==> src/rtl/ccr_flag_pkg.sv <==
package ccr_flag_pkg;

  // Condition-code bit positions
  localparam int CC_S = 7;
  localparam int CC_X = 6;
  localparam int CC_H = 5;
  localparam int CC_I = 4;
  localparam int CC_N = 3;
  localparam int CC_Z = 2;
  localparam int CC_V = 1;
  localparam int CC_C = 0;

  typedef enum logic [2:0] {
    OP_ADD   = 3'd0,
    OP_SUB   = 3'd1,
    OP_SHIFT = 3'd2,
    OP_TEST  = 3'd3,
    OP_FLAG  = 3'd4
  } opClass_e;

  // Strobes from control to datapath
  typedef struct packed {
    logic doAdd;
    logic doSub;
    logic doShift;
    logic doTest;
    logic doFlag;
    logic wide;
    logic halfEn;
  } flagStrobe_t;

endpackage

==> src/rtl/ccr_flag_ctrl.sv <==
module ccr_flag_ctrl
  import ccr_flag_pkg::*;
(
  input  logic [2:0]  opClass,
  input  logic        wideOp,
  output flagStrobe_t strb
);

  always_comb begin
    strb = '0;
    strb.wide = wideOp;
    case (opClass)
      OP_ADD: begin
        strb.doAdd  = 1'b1;
        strb.halfEn = ~wideOp;
      end
      OP_SUB:   strb.doSub   = 1'b1;
      OP_SHIFT: strb.doShift = 1'b1;
      OP_TEST:  strb.doTest  = 1'b1;
      OP_FLAG:  strb.doFlag  = 1'b1;
      default:  strb = '0;
    endcase
  end

endmodule

==> src/rtl/ccr_flag_dp.sv <==
module ccr_flag_dp
  import ccr_flag_pkg::*;
#(
  parameter int DATA_W   = 16,
  parameter int NARROW_W = 8,
  parameter int CCR_W    = 8
) (
  input  flagStrobe_t       strb,
  input  logic [DATA_W-1:0] opA,
  input  logic [DATA_W-1:0] opB,
  input  logic [DATA_W-1:0] result,
  input  logic              shiftCarry,
  input  logic [CCR_W-1:0]  ccrIn,
  input  logic [CCR_W-1:0]  flagMask,
  input  logic [CCR_W-1:0]  flagVal,
  output logic [CCR_W-1:0]  ccrOut
);

  localparam int WIDE_MSB   = DATA_W - 1;
  localparam int NARROW_MSB = NARROW_W - 1;
  localparam int HALF_BIT   = NARROW_W / 2 - 1;

  logic [DATA_W-1:0] addCarryVec;
  logic [DATA_W-1:0] addOvfVec;
  logic [DATA_W-1:0] subCarryVec;
  logic [DATA_W-1:0] subOvfVec;

  // Per-bit vote terms; only the sign position (and bit 3 for H) is consumed
  genvar gi;
  generate
    for (gi = 0; gi < DATA_W; gi++) begin : g_vote
      assign addCarryVec[gi] = (opA[gi] & opB[gi]) | (opB[gi] & ~result[gi])
                             | (opA[gi] & ~result[gi]);
      assign addOvfVec[gi]   = (opA[gi] & opB[gi] & ~result[gi])
                             | (~opA[gi] & ~opB[gi] & result[gi]);
      assign subCarryVec[gi] = (~opA[gi] & opB[gi]) | (opB[gi] & result[gi])
                             | (~opA[gi] & result[gi]);
      assign subOvfVec[gi]   = (opA[gi] & ~opB[gi] & ~result[gi])
                             | (~opA[gi] & opB[gi] & result[gi]);
    end
  endgenerate

  logic signBit, zeroRes;
  logic addC, addV, subC, subV;

  always_comb begin
    if (strb.wide) begin
      signBit = result[WIDE_MSB];
      zeroRes = ~|result;
      addC    = addCarryVec[WIDE_MSB];
      addV    = addOvfVec[WIDE_MSB];
      subC    = subCarryVec[WIDE_MSB];
      subV    = subOvfVec[WIDE_MSB];
    end else begin
      signBit = result[NARROW_MSB];
      zeroRes = ~|result[NARROW_MSB:0];
      addC    = addCarryVec[NARROW_MSB];
      addV    = addOvfVec[NARROW_MSB];
      subC    = subCarryVec[NARROW_MSB];
      subV    = subOvfVec[NARROW_MSB];
    end
  end

  logic arithAny;
  assign arithAny = strb.doAdd | strb.doSub | strb.doShift | strb.doTest;

  always_comb begin
    ccrOut = ccrIn;
    if (strb.doFlag) begin
      ccrOut = (ccrIn & ~flagMask) | ((|flagVal) ? flagMask : '0);
    end else if (arithAny) begin
      ccrOut[CC_N] = signBit;
      ccrOut[CC_Z] = zeroRes;
      if (strb.doAdd) begin
        ccrOut[CC_C] = addC;
        ccrOut[CC_V] = addV;
      end else if (strb.doSub) begin
        ccrOut[CC_C] = subC;
        ccrOut[CC_V] = subV;
      end else if (strb.doShift) begin
        ccrOut[CC_C] = shiftCarry;
        ccrOut[CC_V] = signBit ^ shiftCarry;
      end else begin
        ccrOut[CC_V] = 1'b0;
      end
      if (strb.halfEn) ccrOut[CC_H] = addCarryVec[HALF_BIT];
    end
  end

endmodule

==> src/rtl/ccr_flag_unit.sv <==
module ccr_flag_unit
  import ccr_flag_pkg::*;
#(
  parameter int DATA_W   = 16,
  parameter int NARROW_W = 8,
  parameter int CCR_W    = 8
) (
  input  logic [2:0]        opClass,
  input  logic              wideOp,
  input  logic [DATA_W-1:0] opA,
  input  logic [DATA_W-1:0] opB,
  input  logic [DATA_W-1:0] result,
  input  logic              shiftCarry,
  input  logic [CCR_W-1:0]  ccrIn,
  input  logic [CCR_W-1:0]  flagMask,
  input  logic [CCR_W-1:0]  flagVal,
  output logic [CCR_W-1:0]  ccrOut
);

  flagStrobe_t strb;

  ccr_flag_ctrl u_ctrl (
    .opClass (opClass),
    .wideOp  (wideOp),
    .strb    (strb)
  );

  ccr_flag_dp #(
    .DATA_W   (DATA_W),
    .NARROW_W (NARROW_W),
    .CCR_W    (CCR_W)
  ) u_dp (
    .strb       (strb),
    .opA        (opA),
    .opB        (opB),
    .result     (result),
    .shiftCarry (shiftCarry),
    .ccrIn      (ccrIn),
    .flagMask   (flagMask),
    .flagVal    (flagVal),
    .ccrOut     (ccrOut)
  );

endmodule

==> config.mk <==
export PLATFORM = sky130hd
export DESIGN_NAME = ccr_flag_unit
export DESIGN_NICKNAME = d
export VERILOG_FILES = /design/src/rtl/ccr_flag_pkg.sv /design/src/rtl/ccr_flag_ctrl.sv /design/src/rtl/ccr_flag_dp.sv /design/src/rtl/ccr_flag_unit.sv
export SDC_FILE = /design/constraint.sdc
export NUM_CORES = 1
export LEC_CHECK = 0
export BUFFER_PORTS_ARGS = -buffer_cell sky130_fd_sc_hd__buf_4
export CORE_MARGIN = 1
export CORE_UTILIZATION = 30
export DETAILED_ROUTE_END_ITERATION = 8
export PLACE_DENSITY = 0.92
export SLEW_MARGIN = 30
export SYNTH_ARGS = -nofsm -noshare
export SYNTH_HDL_FRONTEND = slang
export SYNTH_SLANG_ARGS = --single-unit
==> constraint.sdc <==
create_clock -name vclk -period 1.85
set_clock_uncertainty 0.2 [all_clocks]
set_input_delay 0.185 -clock vclk [all_inputs]
set_output_delay 0.185 -clock vclk [all_outputs]
set_load 0.01 [all_outputs]
=== Word-level counts from Yosys, hierarchy flattened ===
Cells that the tools add are included.
Widths: inputs -> output; s select.

* Register bits: 0
* Input port bits: 77
* Logic and storage cells: 92

* Reduce and logical (&&, ||, !) cells: 7
* Bitwise operators: 56
* Equality and inequality tests: 4
* Muxes and demuxes: 25

{| class="wikitable"
|+ Operator list
! cell !! number
|-
| $and 1x1->1 || 27
|-
| $mux 1 || 19
|-
| $or 1x1->1 || 17
|-
| $reduce_or 16->1 || 1
|-
| $reduce_or 8->1 || 2
|-
| $and 8x8->8 || 1
|-
| $mux 4 || 2
|-
| $mux 8 || 1
|-
| $not 1->1 || 8
|-
| $not 8->8 || 1
|-
| $or 8x8->8 || 1
|-
| $eq 3x2->1 const B || 2
|-
| $mux 2 || 3
|-
| $reduce_or 5->1 || 1
|-
| $eq 3x1->1 const B || 1
|-
| $eq 3x3->1 const B || 1
|-
| $logic_not 3->1 || 1
|-
| $logic_not 1->1 || 2
|-
| $xor 1x1->1 || 1
|}

=== Longest topological paths before layout ===
* Word-level depth: 10
* Mapped depth: 6
* Depth with buffers taken out: 4

=== By module ===
Synthesis repeated with hierarchy kept, for this count alone.

* Cell total of the unflattened synthesis: 90
* Area, all modules: 573.0 um2

{| class="wikitable"
|+ Modules (own cells, without submodules)
! module !! instances !! seq. area each (um2) !! cells each !! area an instance (um2)
|-
| ccr_flag_dp || 1 || 0.0 || 82 || 511.7
|-
| ccr_flag_ctrl || 1 || 0.0 || 8 || 61.3
|}

=== Worst setup path before layout ===
OpenSTA, ideal clock, no wires.

* Path kind: input -> output
* Start: in opClass[0]
* End: out ccrOut[1]
* Buffers on the path: 1
* Data required time: 1.465 ns
* Setup slack: -0.096 ns
* Arrival time: 1.561 ns
* Cell stages on the path: 5
* Path through: buf_6 -> o211a_1 -> a311o_2 -> mux2i_1 -> a2111oi_1

* Cells in the longest elaborated chain, start to end: 10
* Elaborated cells on any way between the ends: 24
* Those cells by class: 4 x eq/ne; 14 x mux; 4 x bitwise; 2 x reduce/logical

{| class="wikitable"
|+ RTL lines
! element !! RTL line !! RTL
|-
| from (decl) || ccr_flag_unit.sv:8 || <nowiki>input logic [2:0] opClass,</nowiki>
|-
| $eq 3x1->1, or another cell as far along || ccr_flag_ctrl.sv:12 || <nowiki>case (opClass)</nowiki>
|-
| $reduce_or 5->1 (no line) || - ||
|-
| $mux 1 || ccr_flag_ctrl.sv:12 ||
|-
| $mux 1 || ccr_flag_dp.sv:47 || <nowiki>if (strb.wide) begin</nowiki>
|-
| $xor 1x1->1 || ccr_flag_dp.sv:82 || <nowiki>ccrOut[CC_V] = signBit ^ shiftCarry;</nowiki>
|-
| $mux 1 || ccr_flag_dp.sv:80 || <nowiki>end else if (strb.doShift) begin</nowiki>
|-
| $mux 2 || ccr_flag_dp.sv:77 || <nowiki>end else if (strb.doSub) begin</nowiki>
|-
| $mux 2 || ccr_flag_dp.sv:74 || <nowiki>if (strb.doAdd) begin</nowiki>
|-
| $mux 4 || ccr_flag_dp.sv:71 || <nowiki>end else if (arithAny) begin</nowiki>
|-
| $mux 4 * || ccr_flag_dp.sv:69 || <nowiki>if (strb.doFlag) begin</nowiki>
|-
| to (decl) || ccr_flag_unit.sv:17 || <nowiki>output logic [CCR_W-1:0] ccrOut</nowiki>
|}

Mark *: on every way between the ends. The rest lies on a longest branch, timed or not.

=== Worst setup path in the final report ===
* Start: in opB[7]
* End: out ccrOut[1]

* Cells in the longest elaborated chain, start to end: 9
* Elaborated cells on any way between the ends: 17
* Those cells by class: 6 x mux; 11 x bitwise

{| class="wikitable"
|+ RTL lines
! element !! RTL line !! RTL
|-
| from (decl) || ccr_flag_unit.sv:11 || <nowiki>input logic [DATA_W-1:0] opB,</nowiki>
|-
| $not 1->1 || ccr_flag_dp.sv:35, ccr_flag_dp.sv:38 ||
|-
| $and 1x1->1 (2 in a row) || ccr_flag_dp.sv:38 || <nowiki>assign subOvfVec[gi] = (opA[gi] & ~opB[gi] & ~result[gi])</nowiki>
|-
| $or 1x1->1 || ccr_flag_dp.sv:39 || <nowiki>| (~opA[gi] & opB[gi] & result[gi]);</nowiki>
|-
| $mux 1 || ccr_flag_dp.sv:47 ||
|-
| $mux 2 || ccr_flag_dp.sv:77 ||
|-
| $mux 2 * || ccr_flag_dp.sv:74 ||
|-
| $mux 4 * || ccr_flag_dp.sv:71 ||
|-
| $mux 4 * || ccr_flag_dp.sv:69 ||
|}

Marked as above.

==> key figures <==
Placed design
  – Post-DP HPWL: between 1.5 and 2 mm
  – Port bufs: 59
  – Place WS: -0.120 ns
  – Routability cong.: about 0.83

Final layout
  – Seq_cells: 0
  – Antenna Cells: 0
  – Synthesis-to-layout area growth: 102%
  – Share of cells above drive strength 1: 52.8%
  – CLK BUF: 0
  – Fill count: approximately 130
  – Fin util: roughly 67%
  – Reg area: 0 sq um
  – Final net count: approximately 220

Power
  – Comb pwr share: 100.0%
  – Tot Pwr: approximately 0.23 mW
  – Psw: between 0.08 and 0.09 mW
  – Clock share of power: 0%
  – Cell internal pwr: about 0.14 mW
  – Lkg Pwr: approximately 0.51 nW
  – Pwr/cell area: ~220 nW/um^2
  – Register share of total power: 0%
  – VDD IR max: roughly 0.00013 V
  – Switching Fraction: between 30% and 40%

Timing
  – Worst Max-Slew Pin Slew: approximately 0.40 ns
  – Fmax: ~540 MHz
  – Fin Hold WS: approximately 0.48 ns
  – RSZ-0062 raised after global routing: true
  – Final setup violation count: 0
  – Final period utilization: ~100%
  – Final min period: 1.84 ns
  – Fin. Hold Viols: 0
  – Slew Viols, Final: 0
  – Max-slew headroom: between 70% and 80%
  – PnR worst setup slack: between 0.008 and 0.009 ns

Die
  – Ports: 85
  – Die height: between 40 and 50 microns
  – Starting density of the core: 33.4%
  – Die W: 43.7 microns
  – Core region area: ~1600 sq um
  – Die ar.: about 1900 sq um
  – Std-Cell Rows: 14

Worst setup path
  – Critical path's top delay family: compound AO/OA/AOI/OAI gates
  – Max FO, Critical Path: 6
  – Endpoint class of the critical path: output pin
  – CP bufs+invs: 3
  – Critical Path Start Type: input port
  – Slowest-stage cell, CP: a2111oi_0
  – Critical path class: in -> out
  – Most used cell, CP: buf_4
  – CP max stage delay: 0.37 ns
  – CP arrival: 1.46 ns
  – Worst-path cell chain: buf_4, nor2b_1, a221o_1, a2111oi_0, buf_4, a2111oi_2, buf_4
  – Critical path data required time: 1.46 ns
  – Critical Path Source: opB[7]

Synth
  – Most frequent cell after synthesis: nand2_1
  – Synth top area cells: nand2_1 6.5%, mux2_2 6.5%, a21oi_1 5.8%
  – Mapped Area: 520 sq um
  – Synth unique cells: 36
  – Sequential fraction of the synthesis area: 0%
  – Post-Syn Instances: 80
  – Syn_nets: approximately 160
  – Synth area leader: nand2_1
  – YS warnings: 0
  – Synthesized area per cell: roughly 6.5 sq um
  – Yosys top cell area share: 6.49%
  – Synth top cells by count: 9 x nand2_1, 6 x a21oi_1, 5 x o21ai_0

GRT
  – Vias in the first global route: between 800 and 900
  – Remaining global-route overflow: 0
  – First-pass GRT wire length: approximately 3.4 mm
  – Initial antenna violation count: 0
  – Largest net degree at the start of global routing: 14
  – Total GRT Usage: approximately 23%

Routing
  – Residual DRC: 0
  – Detailed-route wire length per cell: 14.1 microns
  – DR pass1 iterations: 5
  – Antenna-violating nets left: 0
  – Vias/cell: between 5 and 6
  – DRT iter0 DRCs: 19
  – Post-Route WL: ~2.3 mm
  – Vias after detailed routing: ~900

Job
  – Max cap viols: 0

Worst hold path
  – Worst hold path type: in -> out
  – Hold_sp: ccrIn[7]

Outcome
  – Status: complete, no violations
==> cell type report <==
| cell class | instances | area, sq um | share of cell area [%] |
|---|---|---|---|
| multi-input cells | 71 | 487 | 46.3 |
| well taps | 16 | 20.0 | 1.90 |
| repair buffers | 69 | 529 | 50.4 |
| inverters | 4 | 15.0 | 1.43 |
==> placed cells by master (no fill, tap or decap), types with 3 or more instances in the layout <==
cell type / instances
a21oi_1: 6
nor2b_1: 4
buf_4: 66
nand2_1: 9
mux2i_1: 3
nand3_1: 4
nor4_1: 3
nand2b_1: 3
mux2_2: 3
buf_6: 3
nor2_1: 4
o21ai_0: 5
inv_1: 4
==> tightest hold or removal path, cell delays in order <==
cell	delay, ns
buf_4	0.07
mux2_2	0.13
buf_4	0.11
==> routing by layer <==
metal | GRT usage [%] | part of all wire [%] | vias to the layer above
met4 | 5.63 | 2.2 | 0
met5 | 0 | 0 | -
met1 | 23.3 | 36 | 412
li1 | - | - | 444
met3 | 0.833 | 3.7 | 6
met2 | 49.3 | 58 | 34
==> stage by stage <==
step | cells | instance area [sq um] | TNS, ns
after floorplan | 80 | 526 | 0
after global placement | 159 | 1030 | -0.105
after detailed placement | 159 | 1030 | -0.120
after CTS | 159 | 1040 | 0
after global routing | 160 | 1050 | -0.429
final | 160 | 1050 | 0
==> worst paths after layout <==
| kind | end | slack [ns] | depth (start not counted) |
|---|---|---|---|
| worst min-delay path | ccrOut[7] | 0.48 | 3 |
| worst max-delay path | ccrOut[1] | 0.009 | 7 |
==> cell families (layout without fill, tap and decap cells) <==
| group | Yosys count | count (layout) | synth area share (%) |
|---|---|---|---|
| AND/OR/NAND/NOR | 34 | 34 | 35.1 |
| AO/OA/AOI/OAI | 30 | 30 | 42.1 |
| buffers and inverters | 9 | 73 | 8.65 |
| multiplexers | 6 | 6 | 12.3 |
| adder cells (fa/ha/maj) | 1 | 1 | 1.92 |
==> power by group through the flow <==
stage	combinational, mW	sequential, mW	clock [mW]
floorplan	0.0867	0	0
global placement	0.215	0	0
detailed placement	0.223	0	0
CTS	0.226	0	0
global route	0.246	0	0
finish	0.229	0	0
==> timing repair <==
action	CTS	global route
buffers inserted	0	1
resized for setup	3	1
pin swaps	3	1
hold buffers	0	0
endpoints found under the setup margin	1	5
Note: power is estimated with default switching activity, not from simulation.
